--- config.mk ---
export PLATFORM = sky130hd
export DESIGN_NAME = trap_entry_seq
export DESIGN_NICKNAME = d
export VERILOG_FILES = /design/src/rtl/trap_seq_pkg.sv /design/src/rtl/trap_route.sv /design/src/rtl/trap_status_upd.sv /design/src/rtl/trap_vector.sv /design/src/rtl/trap_entry_seq.sv
export SDC_FILE = /design/constraint.sdc
export NUM_CORES = 1
export LEC_CHECK = 0
export ABC_AREA = 1
export CAP_MARGIN = 20
export CORE_AREA = 2 2 156 158
export DETAILED_ROUTE_END_ITERATION = 8
export DIE_AREA = 0 0 158 160
export GPL_TIMING_DRIVEN = 0
export MAX_ROUTING_LAYER = met4
export PLACE_DENSITY = 0.77
export SYNTH_ARGS = -nofsm -noshare
export SYNTH_HDL_FRONTEND = slang
export SYNTH_HIERARCHICAL = 1
export SYNTH_SLANG_ARGS = --single-unit
--- constraint.sdc ---
create_clock -name clk -period 1.1 [get_ports clk]
set_input_delay 0.22 -clock clk [delete_from_list [all_inputs] [get_ports clk]]
set_output_delay 0.22 -clock clk [all_outputs]
set_load 0.005 [all_outputs]
--- src/rtl/trap_seq_pkg.sv ---
package trap_seq_pkg;

  typedef enum logic [1:0] {
    PRIV_USER  = 2'b00,
    PRIV_SUPV  = 2'b01,
    PRIV_RSVD  = 2'b10,
    PRIV_MACH  = 2'b11
  } priv_e;

  // Status word field positions
  localparam int ST_S_EN      = 1;
  localparam int ST_M_EN      = 3;
  localparam int ST_S_PREV_EN = 5;
  localparam int ST_M_PREV_EN = 7;
  localparam int ST_S_PREV_PR = 8;
  localparam int ST_M_PREV_LO = 11;
  localparam int ST_M_PREV_HI = 12;

  // Environment call codes
  localparam int ENVCALL_USER = 8;
  localparam int ENVCALL_SUPV = 9;
  localparam int ENVCALL_MACH = 11;

  // Handler base mode that spreads interrupts by cause
  localparam logic [1:0] TVEC_SPREAD = 2'b01;

  // Exception codes that carry an address: 0,1,4,5,6,7,12,13,15
  localparam logic [31:0] ADDR_CODES = 32'h0000_B0F3;

endpackage

--- src/rtl/trap_route.sv ---
module trap_route
  import trap_seq_pkg::*;
#(
  parameter int XLEN    = 32,
  parameter int CAUSE_W = 6
) (
  input  logic               is_async,
  input  logic [CAUSE_W-1:0] cause_in,
  input  logic [1:0]         priv,
  input  logic [XLEN-1:0]    exc_deleg,
  input  logic [XLEN-1:0]    irq_deleg,
  output logic [CAUSE_W-1:0] eff_cause,
  output logic               to_s,
  output logic               keep_tval
);
  localparam int IDX_W = $clog2(XLEN);
  localparam int CW1   = CAUSE_W + 1;

  logic [IDX_W-1:0] idx;
  logic             in_range;
  logic [XLEN-1:0]  deleg_vec;
  logic             low_priv;

  // Rewrite the environment-call code according to the trapping privilege
  always_comb begin
    eff_cause = cause_in;
    if (!is_async && (cause_in == CAUSE_W'(ENVCALL_USER))) begin
      case (priv_e'(priv))
        PRIV_MACH: eff_cause = CAUSE_W'(ENVCALL_MACH);
        PRIV_SUPV: eff_cause = CAUSE_W'(ENVCALL_SUPV);
        default:   eff_cause = CAUSE_W'(ENVCALL_USER);
      endcase
    end
  end

  always_comb begin
    idx       = eff_cause[IDX_W-1:0];
    in_range  = ({1'b0, eff_cause} < CW1'(XLEN));
    deleg_vec = is_async ? irq_deleg : exc_deleg;
    low_priv  = (priv == PRIV_USER) || (priv == PRIV_SUPV);
    to_s      = low_priv && in_range && deleg_vec[idx];
    keep_tval = !is_async && in_range && ADDR_CODES[idx];
  end

endmodule

--- src/rtl/trap_status_upd.sv ---
module trap_status_upd
  import trap_seq_pkg::*;
#(
  parameter int XLEN = 32
) (
  input  logic [XLEN-1:0] status_in,
  input  logic [1:0]      priv,
  input  logic            to_s,
  output logic [XLEN-1:0] status_out
);
  always_comb begin
    status_out = status_in;
    if (to_s) begin
      status_out[ST_S_PREV_EN] = status_in[ST_S_EN];
      status_out[ST_S_PREV_PR] = priv[0];
      status_out[ST_S_EN]      = 1'b0;
    end else begin
      status_out[ST_M_PREV_EN]               = status_in[ST_M_EN];
      status_out[ST_M_PREV_HI:ST_M_PREV_LO]  = priv;
      status_out[ST_M_EN]                    = 1'b0;
    end
  end
endmodule

--- src/rtl/trap_vector.sv ---
module trap_vector
  import trap_seq_pkg::*;
#(
  parameter int XLEN    = 32,
  parameter int CAUSE_W = 6
) (
  input  logic [XLEN-1:0]    tvec,
  input  logic               is_async,
  input  logic [CAUSE_W-1:0] cause,
  output logic [XLEN-1:0]    handler_pc
);
  logic [XLEN-1:0] base;
  logic [XLEN-1:0] offset;

  always_comb begin
    base   = {tvec[XLEN-1:2], 2'b00};
    offset = XLEN'(cause) << 2;
    if (is_async && (tvec[1:0] == TVEC_SPREAD)) handler_pc = base + offset;
    else                                         handler_pc = base;
  end
endmodule

--- src/rtl/trap_entry_seq.sv ---
module trap_entry_seq
  import trap_seq_pkg::*;
#(
  parameter int XLEN    = 32,
  parameter int CAUSE_W = 6
) (
  input  logic               clk,
  input  logic               rst_n,
  input  logic               trap_valid,
  input  logic               trap_async,
  input  logic [CAUSE_W-1:0] trap_cause,
  input  logic [XLEN-1:0]    trap_badaddr,
  input  logic [XLEN-1:0]    cur_pc,
  input  logic [1:0]         cur_priv,
  input  logic [XLEN-1:0]    cur_status,
  input  logic [XLEN-1:0]    exc_deleg,
  input  logic [XLEN-1:0]    irq_deleg,
  input  logic [XLEN-1:0]    s_tvec,
  input  logic [XLEN-1:0]    m_tvec,
  output logic               trap_done,
  output logic               trap_to_s,
  output logic [XLEN-1:0]    nxt_status,
  output logic [XLEN-1:0]    nxt_cause,
  output logic [XLEN-1:0]    nxt_epc,
  output logic [XLEN-1:0]    nxt_tval,
  output logic [XLEN-1:0]    nxt_pc,
  output logic [1:0]         nxt_priv,
  output logic               resv_clear
);
  localparam int PAD_W = XLEN - 1 - CAUSE_W;

  logic [CAUSE_W-1:0] eff_cause;
  logic               route_s;
  logic               keep_tval;
  logic [XLEN-1:0]    status_d;
  logic [XLEN-1:0]    sel_tvec;
  logic [XLEN-1:0]    pc_d;
  logic [XLEN-1:0]    cause_d;
  logic [XLEN-1:0]    tval_d;
  logic [1:0]         priv_d;

  trap_route #(.XLEN(XLEN), .CAUSE_W(CAUSE_W)) route_i (
    .is_async  (trap_async),
    .cause_in  (trap_cause),
    .priv      (cur_priv),
    .exc_deleg (exc_deleg),
    .irq_deleg (irq_deleg),
    .eff_cause (eff_cause),
    .to_s      (route_s),
    .keep_tval (keep_tval)
  );

  trap_status_upd #(.XLEN(XLEN)) status_i (
    .status_in  (cur_status),
    .priv       (cur_priv),
    .to_s       (route_s),
    .status_out (status_d)
  );

  assign sel_tvec = route_s ? s_tvec : m_tvec;

  trap_vector #(.XLEN(XLEN), .CAUSE_W(CAUSE_W)) vector_i (
    .tvec       (sel_tvec),
    .is_async   (trap_async),
    .cause      (eff_cause),
    .handler_pc (pc_d)
  );

  // Next-state values
  always_comb begin
    cause_d = {trap_async, {PAD_W{1'b0}}, eff_cause};
    tval_d  = keep_tval ? trap_badaddr : '0;
    priv_d  = route_s ? PRIV_SUPV : PRIV_MACH;
  end

  // Strobes: one cycle per request
  always_ff @(posedge clk or negedge rst_n) begin
    if (!rst_n) begin
      trap_done  <= 1'b0;
      resv_clear <= 1'b0;
    end else begin
      trap_done  <= trap_valid;
      resv_clear <= trap_valid;
    end
  end

  // Result registers, loaded only on a request
  always_ff @(posedge clk or negedge rst_n) begin
    if (!rst_n) begin
      trap_to_s  <= 1'b0;
      nxt_status <= '0;
      nxt_cause  <= '0;
      nxt_epc    <= '0;
      nxt_tval   <= '0;
      nxt_pc     <= '0;
      nxt_priv   <= PRIV_MACH;
    end else if (trap_valid) begin
      trap_to_s  <= route_s;
      nxt_status <= status_d;
      nxt_cause  <= cause_d;
      nxt_epc    <= cur_pc;
      nxt_tval   <= tval_d;
      nxt_pc     <= pc_d;
      nxt_priv   <= priv_d;
    end
  end

endmodule

Word-level counts from Yosys, hierarchy flattened --
Memory sizes are Yosys's and may differ from the RTL's. Cells that the tools add are included.
Word-level totals: memory bits (read-only) 32, register bits after elaboration 139, memories kept 1, output and inout port bits 165
Memories:
- (name not given) | words 32, width 1, rd ports 1, clocked after Yosys merged registers in 0, wr ports 0, line trap_route.sv:42 | keep_tval = !is_async && in_range && ADDR_CODES[idx];
Cells by class: add/subtract/negate cells 1, reductions and logical operators 9, mux-type cells 16, equality and inequality tests 4, magnitude comparators 2
Operator list (number):
- $mux W32 | 4
- $add A32 B8 Y32 | 1
- $mux W1 | 7
- $eq A6 B4 Y1 const B | 1
- $logic_and A1 B1 Y1 | 6
- $lt A5 B6 Y1 const B | 1
- $lt A6 B6 Y1 const B | 1
- $mux W6 | 1
- $bmux W1 S5 | 1
- $eq A2 B1 Y1 const B | 2
- $mux W2 | 2
- $pmux W2 S2 | 1
- $eq A2 B2 Y1 const B | 1
- $logic_not A2 Y1 | 1
- $logic_not A1 Y1 | 1
- $logic_or A1 B1 Y1 | 1

Longest topological paths before layout --
word-level depth 10, depth in mapped cells 33, mapped depth without buffers 30

Modules after synthesis --
Netlist, hierarchy kept.
Modules (own cells, without submodules):
- trap_entry_seq | sequential area each 3454.6 um^2, cells an instance 716, area each 5869.4 um^2, times used 1
- trap_vector | sequential area each 0.0 um^2, cells an instance 254, area each 1260.0 um^2, times used 1
- trap_route | sequential area each 0.0 um^2, cells an instance 166, area each 893.4 um^2, times used 1
- trap_status_upd | sequential area each 0.0 um^2, cells an instance 46, area each 267.8 um^2, times used 1

Least setup slack after synthesis --
OpenSTA, ideal clock, no wires.
path type input port to flip-flop, from in trap_cause[0], to reg nxt_pc[12], arrival 3.095 ns, slack -2.111 ns, path buffers 3, required time 0.984 ns, setup time 0.116 ns, cell stages on the path 30, cell sequence inv_2 -> nand2_1 -> nor2_4 -> nand2_4 -> nand2_2 -> buf_6 -> nand2_1 -> nand3_1 -> nand3_1 -> nand3_1 -> nand2_1 -> nand2_1 -> nand2_1 -> nor2_1 -> buf_2 -> inv_2 -> buf_2 -> nand2_1 -> nand2_1 -> ha_1 -> fa_1 -> nand2_1 -> nand3_1 -> nand3_1 -> nand2_2 -> nand2_1 -> nor2_2 -> xor2_1 -> nand2_1 -> nand2_1
Between the ends: elaborated cells on any way between the ends 13, those cells by class add/sub (1); order compare (1); eq/ne (2); mux (5); reduce/logical (4)
RTL lines:
- start: declaration | line trap_entry_seq.sv:11 | input logic [CAUSE_W-1:0] trap_cause,
- $eq A6 B4 Y1 | line trap_route.sv:27 | if (!is_async && (cause_in == CAUSE_W'(ENVCALL_USER))) begin
- $logic_and A1 B1 Y1 | line trap_route.sv:27
- $mux W6 (*) | line trap_route.sv:27
- $bmux W1 S5 / $lt A6 B6 Y1 (equally long branches) | line trap_route.sv:41, trap_route.sv:38
- $mux W1 (not written as such) / $logic_and A1 B1 Y1 (equally long branches) | line trap_route.sv:41 | to_s = low_priv && in_range && deleg_vec[idx];
- $logic_and A1 B1 Y1 (*) | line trap_route.sv:41
- named net route_s | line trap_entry_seq.sv:33 | logic route_s;
- $mux W32 (*) | line trap_entry_seq.sv:60 | assign sel_tvec = route_s ? s_tvec : m_tvec;
- named net sel_tvec[2] | line trap_entry_seq.sv:36 | logic [XLEN-1:0] sel_tvec;
- $add A32 B8 Y32 (*) | line trap_vector.sv:18 | if (is_async && (tvec[1:0] == TVEC_SPREAD)) handler_pc = base + offset;
- $mux W32 (*) | line trap_vector.sv:18
- named net pc_d[12] | line trap_entry_seq.sv:37 | logic [XLEN-1:0] pc_d;
- end signal: assignment | line trap_entry_seq.sv:103 | nxt_pc <= pc_d;
- end: declaration | line trap_entry_seq.sv:26 | output logic [XLEN-1:0] nxt_pc,
The timed path passes the listed nets; every way through them passes the cells marked *. The select of a mux whose other input is x is not followed. A chain may end at the register's enable or synchronous reset.

Final worst setup path --
from in trap_cause[1], to reg nxt_pc[20]
The elaborated chain is that of the path after synthesis.

==> impl_metrics.py <==
metrics = {
    "status": {
        "status": "finished, violations left",
        "violations": "negative hold slack, negative setup slack",
    },
    "placement": {
        "portBuffers": 349,
        "place_area_um2": 12400,
        "dp_cells": 1881,
        "dp_hpwl_um": 22900,
        "gp_congestion": 0.924,
    },
    "sta": {
        "hold_viol": 63,
        "final.setup.tns_ns": -77.35,
        "final-setup-viol-count": 210,
        "hold-worst-slack_ns": -0.205,
        "min_period_ns": 3.16,
        "rsz0062_at_grt": "true",
        "max_slew.worst_pin.slew_ns": 0.625,
        "clock_skew_ns": 0,
        "drv_slew": 0,
        "relSlewSlack_pct": 58.3,
        "fin_crit_sh_pct": 287,
        "setup_ws_ns": -2.06,
        "fmax_mhz": 317,
    },
    "routing": {
        "drt_iter0_drc": 590,
        "wl_per_cell_um": 15.9,
        "drc": 0,
        "dr.pass1.iters": 4,
        "vias": 9459,
        "routed_wl_um": 32400,
        "vias_per_cell": 4.65,
        "ant_nets": 0,
    },
    "worst_setup_path": {
        "worstSetupEndpointType": "register",
        "reg2reg_depth": 3,
        "crit_required_ns": 1.45,
        "crit_path_max_fanout": 7,
        "cp-start-kind": "input pin",
        "worstPathArrival_ns": 3.51,
        "slowest_stage": "fa_2",
        "critical_path_class": "input pin to register",
        "cp_slowest_stage_delay_ns": 0.35,
    },
    "logic_synthesis": {
        "syn_inst": 1182,
        "ys_warn_count": 6,
        "synth-seq-cells": 138,
        "syn_area_um2": 8290,
        "syn_avg_cell_area_um2": 7.01,
        "seq_area_frac_synth_pct": 41.7,
        "yosys.cell_types.count": 38,
    },
    "die": {
        "coreArea_um2": 23800,
        "io-pin-count": 401,
        "dieHeight_um": 160,
        "die_w_um": 158,
        "rows": 57,
        "die_area_um2": 25300,
        "initial_core_util_pct": 34.8,
    },
    "layout": {
        "final_common_cell": "nand2_1",
        "design_area_um2": 14100,
        "layout-drive-gt1-share_pct": 33.2,
        "fin_nets": 1939,
        "final_cells": 2035,
        "fill_cells": 2140,
        "fin_util_pct": 59.2,
        "most-common-layout-cells": "574 x nand2_1, 193 x clkdlybuf4s50_1, 165 x buf_4, 142 x buf_2, 137 x dfrtp_1",
        "area.growth.synth_to_final_pct": 70.1,
    },
    "clock_tree": {
        "clk_latency_ns": 0.41,
        "ctsRootBufferMaster": "clkbuf_16",
        "htree_levels": 4,
        "cts_tree": "yes",
        "cts_sinks": 138,
        "clk_pin_slew_ns": 0.06,
        "cts_buffer_depth": 2,
        "numCtsBuffers": 17,
    },
    "global_routing": {
        "grt.overflow.total": 0,
        "antenna_found_initial": 2,
        "grt_pass1_vias": 9236,
        "grt_max_degree": 76,
        "grt.total_usage_pct": 25.2,
        "grt_pass1_wl_um": 48100,
    },
    "power_and_ir_drop": {
        "peakVddDrop_v": 0.000659,
        "p_per_area_nw_per_um2": 1120,
        "p_leak_nw": 7.54,
        "p_total_mw": 15.8,
    },
    "worst_hold_path": {
        "hp-class": "input pin to asynchronous set/reset pin",
    },
    "job": {
        "drv_cap": 0,
    },
}
routing by layer:
metal / global-route usage (%) / routed length (um)
met5: - / 0
met4: 11.1 / 1350
met3: 4.86 / 2360
met2: 43.1 / 16200
met1: 28.6 / 12500
worst paths after layout:
check                      slack, ns      startpoint        endpoint
setup / recovery               -2.06   trap_cause[1]      nxt_pc[20]
hold / removal                 -0.20           rst_n     nxt_epc[20]
setup reg to reg                0.29     nxt_priv[1]     nxt_priv[1]
hold reg to reg                 0.46       nxt_pc[7]       nxt_pc[7]
max in group asynchronous       0.48           rst_n     nxt_priv[1]
min in group clk                0.01  cur_status[19]  nxt_status[19]
flip-flops by register name, indices dropped and copies added, names as in the netlist:
name,count
nxt_pc,32
nxt_status,32
trap_to_s,1
nxt_cause,7
resv_clear,1
nxt_tval,32
nxt_epc,32
nxt_priv,1
through the flow:
stage	setup slack [ns]	hold slack (ns)
4_1_cts	-1.95	-0.190
3_3_place_gp	-5.79	0.421
2_1_floorplan	-1.91	-0.0756
3_5_place_dp	-3.46	0.262
6_report	-2.06	-0.205
5_1_grt	-2.18	-0.173
layout make-up:
| type | instances | area (um2) | share of cell area, % |
|---|---|---|---|
| antenna | 2 | 5.00 | 0.0355 |
| buffer | 109 | 866 | 6.14 |
| clock buffer | 18 | 429 | 3.04 |
| clock inverter | 14 | 139 | 0.985 |
| inverter | 60 | 253 | 1.79 |
| multi-input combinational | 901 | 4620 | 32.8 |
| sequential | 138 | 3450 | 24.5 |
| tap | 324 | 405 | 2.87 |
| timing repair buffer | 469 | 3930 | 27.9 |
timing repair:
| item | CTS | global route |
|---|---|---|
| hold endpoints to repair | 77 | 64 |
| gates cloned | 2 | 3 |
| setup endpoints to repair | 212 | 224 |
| pin swaps | 52 | 34 |
| gates resized for setup | 714 | 118 |
| hold buffers | 14 | 1 |
| setup buffers | 83 | 20 |
report_power, final:
part / internal (mW) / total (mW) / leakage (nW) / switching, mW
registers: 5.50 / 5.71 / 1.74 / 0.217
logic: 2.31 / 4.48 / 5.54 / 2.17
clock network: 3.16 / 5.58 / 0.270 / 2.42
cell families (layout without fill, tap and decap cells):
logic type	after synthesis	count (layout)	synth area share, %
AOI/OAI and AO/OA	29	29	1.87
muxes	17	17	2.28
other	3	30	0.136
xor gates and xnor gates	10	10	1.06
and+or+nand+nor	808	810	40.0
adders and majority gates	7	7	1.15
buffers and inverters	170	670	11.8
DFF	138	138	41.7
cell usage after synthesis, drive strengths merged:
| cell type | n | area share (%) |
|---|---|---|
| xnor2 | 5 | 0.53 |
| a31oi | 1 | 0.076 |
| ha | 6 | 0.91 |
| and2 | 1 | 0.076 |
| xor2 | 5 | 0.53 |
| clkbuf | 4 | 0.18 |
| fa | 1 | 0.24 |
| or2 | 1 | 0.11 |
| nand2 | 646 | 30 |
| buf | 106 | 8.9 |
| a21oi | 12 | 0.72 |
| o211ai | 1 | 0.091 |
| conb | 3 | 0.14 |
| nor2 | 44 | 2.3 |
| nand3 | 92 | 5.7 |
| nand4 | 10 | 0.75 |
| inv | 60 | 2.7 |
| dfstp | 1 | 0.32 |
| nand3b | 9 | 0.81 |
| mux2i | 2 | 0.24 |
| o21bai | 1 | 0.091 |
| dfrtp | 137 | 41 |
| nor3 | 5 | 0.69 |
| o21ai | 14 | 0.89 |
| mux2 | 15 | 2.0 |
critical path: cells and delay by family:
family / cells / cell delay, ns
buffers and inverters: 6 / 0.69
xor gates and xnor gates: 1 / 0.10
adders and majority gates: 2 / 0.51
and+or+nand+nor: 21 / 1.99
Power figures use the tool's default switching activity.
